### config.mk
export PLATFORM = sky130hd
export DESIGN_NAME = gtc_datapath
export DESIGN_NICKNAME = d
export VERILOG_FILES = /design/src/rtl/gtc_pkg.sv /design/src/rtl/gtc_datapath.sv
export SDC_FILE = /design/constraint.sdc
export NUM_CORES = 1
export LEC_CHECK = 0
export BUFFER_PORTS_ARGS = -buffer_cell sky130_fd_sc_hd__buf_4
export CORE_UTILIZATION = 54
export CTS_CLUSTER_DIAMETER = 200
export CTS_CLUSTER_SIZE = 30
export DETAILED_ROUTE_END_ITERATION = 12
export HOLD_SLACK_MARGIN = 0.15
export PLACE_DENSITY = 0.76
export RECOVER_POWER = 50
export SYNTH_ARGS = -nofsm -noshare
export SYNTH_HDL_FRONTEND = slang
export SYNTH_SLANG_ARGS = --single-unit
### constraint.sdc
create_clock -name clk -period 4.4 [get_ports clk]
set_input_delay 0 -clock clk [delete_from_list [all_inputs] [get_ports clk]]
set_output_delay 0 -clock clk [all_outputs]
set_load 0.05 [all_outputs]
### src/rtl/gtc_pkg.sv
package gtc_pkg;
  localparam int TAG_W    = 4;
  localparam int TAG_LO   = 56;
  localparam int GRAN_LSB = 4;

  typedef enum logic [1:0] {
    OP_GEN = 2'd0,
    OP_SET = 2'd1,
    OP_ACC = 2'd2,
    OP_NOP = 2'd3
  } op_e;

  typedef struct packed {
    logic genStb;
    logic accStb;
    logic wrEn;
  } strobe_t;
endpackage

### src/rtl/gtc_datapath.sv
module gtc_datapath
  import gtc_pkg::*;
#(
  parameter int IDX_W = 6
) (
  input  logic             clk,
  input  logic             rstN,
  input  strobe_t          strb,
  input  logic [IDX_W-1:0] wrIdx,
  input  logic [TAG_W-1:0] wrTag,
  input  logic             checkEn,
  input  logic             sandboxMode,
  input  logic [63:0]      reqPtr,
  input  logic [15:0]      excludeMask,
  output logic             rspValid,
  output logic             rspFault,
  output logic [TAG_W-1:0] rspTag,
  output logic [63:0]      rspPtr
);
  localparam int DEPTH  = 1 << IDX_W;
  localparam int NTAGS  = 1 << TAG_W;

  logic [TAG_W-1:0] tagStore [DEPTH];
  logic [15:0]      lfsr;
  logic [IDX_W-1:0] rdIdx;
  logic [TAG_W-1:0] storedTag, ptrTag, pickTag;
  logic             mismatch, wasGen;
  logic [15:0]      maskQ;
  logic             anyLegalQ;

  assign rdIdx     = reqPtr[GRAN_LSB +: IDX_W];
  assign storedTag = tagStore[rdIdx];
  assign ptrTag    = reqPtr[TAG_LO +: TAG_W];

  function automatic logic legal(input logic [TAG_W-1:0] v, input logic sbx, input logic sb);
    if (v == 0) return 1'b0;
    if (sbx) return (v[0] == sb) && (v[TAG_W-1:1] != 0);
    return 1'b1;
  endfunction

  logic anyLegal;
  always_comb begin
    logic found;
    logic [TAG_W-1:0] c;
    anyLegal = 1'b0;
    for (int v = 0; v < NTAGS; v++)
      if (legal(TAG_W'(v), sandboxMode, reqPtr[TAG_LO]) && !excludeMask[v]) anyLegal = 1'b1;
    found   = 1'b0;
    pickTag = '0;
    for (int k = 0; k < NTAGS; k++) begin
      c = lfsr[TAG_W-1:0] + TAG_W'(k);
      if (!found && legal(c, sandboxMode, reqPtr[TAG_LO]) && (!anyLegal || !excludeMask[c])) begin
        found   = 1'b1;
        pickTag = c;
      end
    end
  end

  always_comb begin
    logic userUntagged;
    userUntagged = ptrTag[TAG_W-1:1] == '1;
    if (!checkEn)
      mismatch = 1'b0;
    else if (sandboxMode)
      mismatch = (ptrTag[0] != storedTag[0]) ||
                 (!userUntagged && ptrTag[TAG_W-1:1] != storedTag[TAG_W-1:1]);
    else
      mismatch = (ptrTag != '1) && (ptrTag != storedTag);
  end

  always_ff @(posedge clk) begin
    if (!rstN) lfsr <= 16'hACE1;
    else       lfsr <= {lfsr[14:0], lfsr[15] ^ lfsr[13] ^ lfsr[12] ^ lfsr[10]};
  end

  always_ff @(posedge clk) begin
    if (!rstN) begin
      for (int i = 0; i < DEPTH; i++) tagStore[i] <= '0;
    end else if (strb.wrEn) begin
      tagStore[wrIdx] <= wrTag;
    end
  end

  always_ff @(posedge clk) begin
    if (!rstN) begin
      rspValid  <= 1'b0;
      rspFault  <= 1'b0;
      rspTag    <= '0;
      rspPtr    <= '0;
      wasGen    <= 1'b0;
      maskQ     <= '0;
      anyLegalQ <= 1'b0;
    end else begin
      rspValid  <= strb.genStb || strb.accStb;
      wasGen    <= strb.genStb;
      maskQ     <= excludeMask;
      anyLegalQ <= anyLegal;
      if (strb.genStb) begin
        rspFault <= 1'b0;
        rspTag   <= pickTag;
        rspPtr   <= {reqPtr[63:TAG_LO+TAG_W], pickTag, reqPtr[TAG_LO-1:0]};
      end else if (strb.accStb) begin
        rspFault <= mismatch;
        rspTag   <= storedTag;
        rspPtr   <= reqPtr;
      end
    end
  end

  assert_lfsr_live_R4: assert property (@(posedge clk) disable iff (!rstN) lfsr != 0);
  assert_gen_nonzero_R4: assert property (@(posedge clk) disable iff (!rstN)
    (rspValid && wasGen) |-> (rspTag != 0 && !rspFault));
  assert_gen_excl_R5: assert property (@(posedge clk) disable iff (!rstN)
    (rspValid && wasGen && anyLegalQ) |-> !maskQ[rspTag]);
  assert_bypass_R8: assert property (@(posedge clk) disable iff (!rstN)
    $past(strb.accStb && !checkEn) |-> (rspValid && !rspFault));
  assert_ptr_keep_R2: assert property (@(posedge clk) disable iff (!rstN)
    $past(strb.accStb) |-> rspPtr == $past(reqPtr));
endmodule

==> results_dict.tcl, run 1 <==
set metrics [dict create \
    half_perimeter_wire_length_of_the_detailed_placement_result_um 29700 \
    busiest_layer "met2" \
    type_of_the_setup_path_with_the_least_slack "in2reg" \
    antenna_found_initial 0 \
    core_um2 32900 \
    drv.max_cap_violation_count 2 \
    cts_sinks 342 \
    final_core_util_pct 63.3 \
    post_route_cells_drive_above_1_share_pct 17.8 \
    mappedNetlistNets 1685 \
    clock-root-buffer "sky130_fd_sc_hd__clkbuf_16" \
    path_max_fanout 65 \
    maximum_achievable_frequency_ghz 0.236 \
    finalHoldViolations 0 \
    setup-violations-final 0 \
    die_height_um 186 \
    worst_slew_margin_rel_pct -88.4 \
    io_buffers 166 \
    detail_route.wirelength_um 47900 \
    areaGrowthSynthToFinish_pct 14.0 \
    final.min_clock_period_ps 4240 \
    grt_setup_unrepaired "no" \
    asyncSetResetFlopFracSynth_pct 0 \
    syn_area_um2 18200 \
    globalRouteMet1Util_pct 37.1 \
    source_to_sink_clock_delay_at_the_later_pin_of_the_worst_skew_pair_ps 510 \
    hold_path.class "in2reg" \
    ys_dominant_reg_cell "sky130_fd_sc_hd__edfxtp_1" \
    first_pass_iters 7 \
    cts.repair_timing.setup_buffer_count 0 \
    ctsHtreeMaxLevel 1 \
    status "complete, but fails checks" \
    grt-ovfl-total 0 \
    fillCellCount 2533 \
    final_min_period_over_clock_period_pct 96.3 \
    cts.path.max_buffers 3 \
    tritoncts "yes" \
    finish.cell_count_without_fillers 2165 \
    tightestPinTransition_ps 2830 \
    post-route-drc-count 0 \
    place_congestion 0.979 \
    detailedRoute.firstIterationViolations 1349 \
    max-vdd-ir-drop_v 0.000223 \
    design.die.area_um2 34500 \
    nets 1832 \
    first_global_vias 13100 \
    syn-instance-count 1572 \
    clkTransAtPathRegs_ps 120 \
    powerDensity_nw_per_um2 357 \
    required_time_of_the_critical_path_ps 4870 \
    diodes 0 \
    vias 13700 \
    ys_types 75 \
    cp-start-kind "primary input" \
    yosys_register_bits 342 \
    failed_checks "capacitance limit, slew limit" \
    io-pin-count 167 \
    power_leakage_nw 8.42 \
    synth-seq-area-share_pct 51.6 \
    global_route.usage.met3_pct 3.31 \
    routedWlPerCell_um 22.1 \
    maximum_number_of_pins_on_one_net_before_global_route_repair 96 \
    final.setup_skew_ps 23.0 \
    critical_path.endpoint_type "flop" \
    cts_made_buffers 15 \
    grt_pass1_wl_um 72800 \
    final-max-slew-violation-count 126 \
    die_x_um 186 \
    detail-route-antenna-nets 0 \
    sequential_cell_area_um2 9410 \
    synth_enable_flop_cells 256 \
    synth_warnings 0 \
    syn-mean-instance-area_um2 11.6 \
    route.detailed.vias_per_inst 6.31 \
    dpl.cell_count 2057 \
    timing.setup.tns_ps 0 \
    global_route.usage.total_pct 27.3 \
    critical_path_arrival_ps 4700 \
    fin_worst_hold_slack_ps 180 \
    area_occupied_by_multi_input_gates_um2 8180 \
    floorplan.rows 66 \
    rr_worst_depth 11 \
    initial_core_util_pct 55.5 \
    whs_path_depth 2 \
    globalRouteMet2Util_pct 45.7 \
]
-- power breakdown --
| part | switching [W] | leakage, nW | internal, W |
|---|---|---|---|
| Sequential | 0.0000739 | 3.15 | 0.00364 |
| Combinational | 0.00123 | 5.07 | 0.000834 |
| Clock | 0.000988 | 0.201 | 0.000652 |
-- placed cells by master, fill, tap and decap left out, types with 29 or more instances in the layout --
cell type,Yosys,final
sky130_fd_sc_hd__a21boi_0,61,61
sky130_fd_sc_hd__nand2_1,285,285
sky130_fd_sc_hd__dlygate4sd3_1,0,87
sky130_fd_sc_hd__a21oi_1,31,31
sky130_fd_sc_hd__dfxtp_1,86,85
sky130_fd_sc_hd__mux4_2,114,114
sky130_fd_sc_hd__nor2_1,31,29
sky130_fd_sc_hd__and3_1,259,259
sky130_fd_sc_hd__clkbuf_1,142,76
sky130_fd_sc_hd__buf_4,0,130
sky130_fd_sc_hd__edfxtp_1,256,256
-- sequential cells by signal, indices dropped and copies added (netlist names) --
signal / count
rspFault: 1
lfsr: 16
tagStore: 256
rspValid: 1
rspPtr: 64
rspTag: 4
-- worst max-delay path: stages --
cell and delay, ps:
sky130_fd_sc_hd__dlygate4sd3_1 540, sky130_fd_sc_hd__buf_6 500, sky130_fd_sc_hd__mux4_2 430, sky130_fd_sc_hd__mux4_2 530, sky130_fd_sc_hd__mux4_2 570, sky130_fd_sc_hd__xnor2_1 170
sky130_fd_sc_hd__nand3_1 110, sky130_fd_sc_hd__a21oi_1 70, sky130_fd_sc_hd__o21ai_0 330, sky130_fd_sc_hd__nand3_1 110, sky130_fd_sc_hd__dlygate4sd3_1 570, sky130_fd_sc_hd__a21oi_1 140
sky130_fd_sc_hd__dlygate4sd3_1 560
-- area by class of cell --
type	count	share of cell area (%)
Clock buffer	20	1.90
Tap cell	442	2.66
Clock inverter	1	0.0963
Multi-Input combinational cell	1052	39.3
Sequential cell	342	45.2
Inverter	10	0.187
Timing Repair Buffer	298	10.6
-- metal layers --
layer / routed length, µm / up-vias / part of all wire, %
met5: 0 / - / 0
met4: 1390 / 0 / 2.9
met3: 3840 / 108 / 8.0
met2: 23200 / 688 / 48
met1: 19500 / 6724 / 41
li1: - / 6137 / -
-- cell families after synthesis --
logic type | Yosys count | share of synthesized area (%)
and+or+nand+nor | 674 | 18.9
AOI/OAI and AO/OA | 194 | 7.53
DFF | 342 | 51.6
buffers and inverters | 178 | 3.78
adders and majority gates | 16 | 1.10
xor gates and xnor gates | 19 | 1.02
muxes | 149 | 16.1
-- cell usage after synthesis, drive strengths merged, types with 13 or more instances --
| cell | count | share of area [%] |
|---|---|---|
| nand2 | 285 | 5.9 |
| and3 | 259 | 8.9 |
| edfxtp | 256 | 42 |
| clkbuf | 142 | 2.9 |
| mux4 | 114 | 14 |
| dfxtp | 86 | 9.4 |
| a21boi | 61 | 2.5 |
| a21oi | 32 | 0.90 |
| nor2 | 31 | 0.64 |
| o21ai | 27 | 0.76 |
| buf | 26 | 0.65 |
| mux2i | 26 | 1.4 |
| nand2b | 23 | 0.79 |
| ha | 16 | 1.1 |
| nand3 | 16 | 0.47 |
| a211oi | 13 | 0.56 |
| xnor2 | 13 | 0.62 |
-- what timing repair did --
item                                    CTS  global route
hold buffers                             87             0
gates resized for setup                   0             2
endpoints found under the hold margin    69             0
endpoints found under the setup margin    0             4
-- through the flow --
stage          setup WS (ps)  cell area [µm²]  total power (W)
2_1_floorplan           40.1            18300          0.00515
3_3_place_gp             275            19800          0.00575
3_5_place_dp             264            19800          0.00577
4_1_cts                  110            21100          0.00744
5_1_grt                 72.2            20800          0.00768
6_report                 164            20800          0.00742
-- worst paths after layout --
check,start,to,slack [ps]
max,reqPtr[5],rspFault$_SDFFE_PP0P_,160
min,wrTag[1],tagStore[42][1]$_SDFFCE_PN0P_,180
max reg2reg,tagStore[30][2]$_SDFFCE_PN0P_,rspFault$_SDFFE_PP0P_,270
min reg2reg,lfsr[5]$_SDFF_PN1_,lfsr[6]$_SDFF_PN1_,430
Note: power is estimated with default switching activity, not from simulation.
==> run 2, diff against run 1 <==
--- a/config.mk
+++ b/config.mk
@@ -6,12 +6,13 @@
 export NUM_CORES = 1
 export LEC_CHECK = 0
 export BUFFER_PORTS_ARGS = -buffer_cell sky130_fd_sc_hd__buf_4
+export CORE_MARGIN = 2
 export CORE_UTILIZATION = 54
 export CTS_CLUSTER_DIAMETER = 200
 export CTS_CLUSTER_SIZE = 30
 export DETAILED_ROUTE_END_ITERATION = 12
 export HOLD_SLACK_MARGIN = 0.15
-export PLACE_DENSITY = 0.76
+export PLACE_DENSITY = 0.72
 export RECOVER_POWER = 50
 export SYNTH_ARGS = -nofsm -noshare
 export SYNTH_HDL_FRONTEND = slang
==> results_dict.tcl, run 2 (same netlist as run 1, synthesis figures left out) <==
set metrics [dict create \
    tightestPinTransition_ps 3030 \
    powerDensity_nw_per_um2 352 \
    timing.setup.tns_ps 0 \
    path_max_fanout 9 \
    first_global_vias 13700 \
    final.setup_skew_ps 16.8 \
    finalHoldViolations 0 \
    max-vdd-ir-drop_v 0.000225 \
    tritoncts "yes" \
    io-pin-count 167 \
    final_min_period_over_clock_period_pct 93.9 \
    dpl.cell_count 2060 \
    grt-ovfl-total 0 \
    final.min_clock_period_ps 4130 \
    registers.top_by_ff_count "tagStore" \
    cellInternalPower_w 0.00514 \
    switchingPower_w 0.00230 \
    grt_pass1_wl_um 77800 \
    vias 13800 \
    max_ffs_per_register 256 \
    source_to_sink_clock_delay_at_the_later_pin_of_the_worst_skew_pair_ps 510 \
    cts.repair_timing.setup_buffer_count 0 \
    final-max-slew-violation-count 149 \
    antenna_found_initial 0 \
    cts_made_buffers 15 \
    detail-route-antenna-nets 0 \
    route.detailed.vias_per_inst 6.26 \
    nets 1871 \
    most-common-layout-cells "sky130_fd_sc_hd__nand2_1, sky130_fd_sc_hd__and3_1, sky130_fd_sc_hd__edfxtp_1, sky130_fd_sc_hd__dlygate4sd3_1, sky130_fd_sc_hd__buf_4" \
    met3_wirelength_um 4420 \
    drv.max_cap_violation_count 2 \
    type_of_the_setup_path_with_the_least_slack "reg2reg" \
    detail_route.wirelength_um 49900 \
    critical_path_arrival_ps 4530 \
    post_route_cells_drive_above_1_share_pct 16.9 \
    core_um2 33400 \
    uppermost_layer_routed "met4" \
    share_of_total_power_in_the_clock_network_pct 22.0 \
    wl_met2_um 24100 \
    switching_share_pct 30.9 \
    required_time_of_the_critical_path_ps 4800 \
    grt_setup_unrepaired "no" \
    power_leakage_nw 8.62 \
    floorplan.rows 67 \
    io_buffers 166 \
    die_height_um 188 \
    clock-root-buffer "sky130_fd_sc_hd__clkbuf_16" \
    layout_top_registers "tagStore x256, rspPtr x64, lfsr x16" \
    place_congestion 0.976 \
    power.share.combinational_pct 28.1 \
    global_route.usage.total_pct 27.9 \
    total_routed_wire_length_on_the_met1_layer_um 20000 \
    cp-start-kind "flop" \
    areaGrowthSynthToFinish_pct 16.1 \
    initial_core_util_pct 54.7 \
    status "complete, but fails checks" \
    half_perimeter_wire_length_of_the_detailed_placement_result_um 29900 \
    cts_sinks 342 \
    cts-hold-fix-buffers 129 \
    failed_checks "capacitance limit, slew limit" \
    post-route-drc-count 0 \
    ctsResizeCount 0 \
    clkTransAtPathRegs_ps 120 \
    routedWlPerCell_um 22.6 \
    die_x_um 188 \
    detailedRoute.firstIterationViolations 1652 \
    power_frac_seq_pct 49.9 \
    critical_path.endpoint_type "flop" \
    maximum_achievable_frequency_ghz 0.242 \
    maximum_number_of_pins_on_one_net_before_global_route_repair 81 \
    diodes 0 \
    setup-violations-final 0 \
    worst_slew_margin_rel_pct -102 \
    design.die.area_um2 35300 \
    ctsHtreeMaxLevel 1 \
    cts.path.max_buffers 3 \
    layout.cells.most_common "sky130_fd_sc_hd__nand2_1" \
    first_pass_iters 7 \
    finish.cell_count_without_fillers 2210 \
    hold_path.class "in2reg" \
]
## run 2: changes by cell type in the layout (fill, tap and decap cells not counted), sizes merged
cell / previous run / this run
dlygate4sd3: 87 / 129
buf: 133 / 130
## run 2: layout make-up
cell class,instances,area (µm²)
Fill cell,2548,12200
Sequential cell,342,9410
Multi-Input combinational cell,1052,8180
Timing Repair Buffer,337,2570
Tap cell,448,561
Clock buffer,20,394
Inverter,10,38.8
Clock inverter,1,20.0
## run 2: power by group through the flow
stage | registers (W) | logic [W] | clock network (W)
after floorplan | 0.00394 | 0.00122 | 0
after global placement | 0.00377 | 0.00198 | 0
after detailed placement | 0.00378 | 0.00198 | 0
after CTS | 0.00371 | 0.00208 | 0.00166
after global routing | 0.00373 | 0.00223 | 0.00175
final | 0.00372 | 0.00209 | 0.00164
## run 2: final timing paths
| kind | start | to | slack, ps | cells past startpoint |
|---|---|---|---|---|
| hold reg to reg | lfsr[9]$_SDFF_PN0_ | lfsr[10]$_SDFF_PN1_ | 420 | 1 |
| setup / recovery | lfsr[0]$_SDFF_PN1_ | rspPtr[59]$_SDFFE_PN0P_ | 270 | 12 |
| hold / removal | wrTag[0] | tagStore[40][0]$_SDFFCE_PN0P_ | 190 | 2 |
| setup reg to reg | lfsr[0]$_SDFF_PN1_ | rspPtr[59]$_SDFFE_PN0P_ | 270 | 12 |
## run 2: worst max-delay path, cell delays in order, from the launching register on
cell,delay [ps]
sky130_fd_sc_hd__dfxtp_1,390
sky130_fd_sc_hd__inv_2,120
sky130_fd_sc_hd__ha_1,480
sky130_fd_sc_hd__or4b_1,560
sky130_fd_sc_hd__nand2_1,80
sky130_fd_sc_hd__a21oi_1,130
sky130_fd_sc_hd__o22a_1,260
sky130_fd_sc_hd__or3b_4,430
sky130_fd_sc_hd__or4_4,590
sky130_fd_sc_hd__or4_4,620
sky130_fd_sc_hd__o21ai_1,190
sky130_fd_sc_hd__o21a_1,140
sky130_fd_sc_hd__nor3_1,40
## run 2: per-layer routing
layer / global-route usage (%) / vias to the layer above
met5: 0 / -
met4: 7.90 / 0
met3: 4.06 / 95
met2: 46.6 / 739
met1: 38.3 / 6794
li1: - / 6215
## run 2: metrics by stage
stage / total power, W / area [µm²] / worst slack (ps) / util, % / hold WS, ps
after floorplan: 0.00515 / 18300 / 40.1 / - / 147
after global placement: 0.00575 / 19800 / 376 / 59.3 / 265
after detailed placement: 0.00576 / 19800 / 336 / 59.3 / 273
after CTS: 0.00745 / 21500 / 308 / 64.4 / 186
after global routing: 0.00771 / 21200 / 70.7 / 63.5 / 213
final: 0.00744 / 21200 / 266 / 63.5 / 190
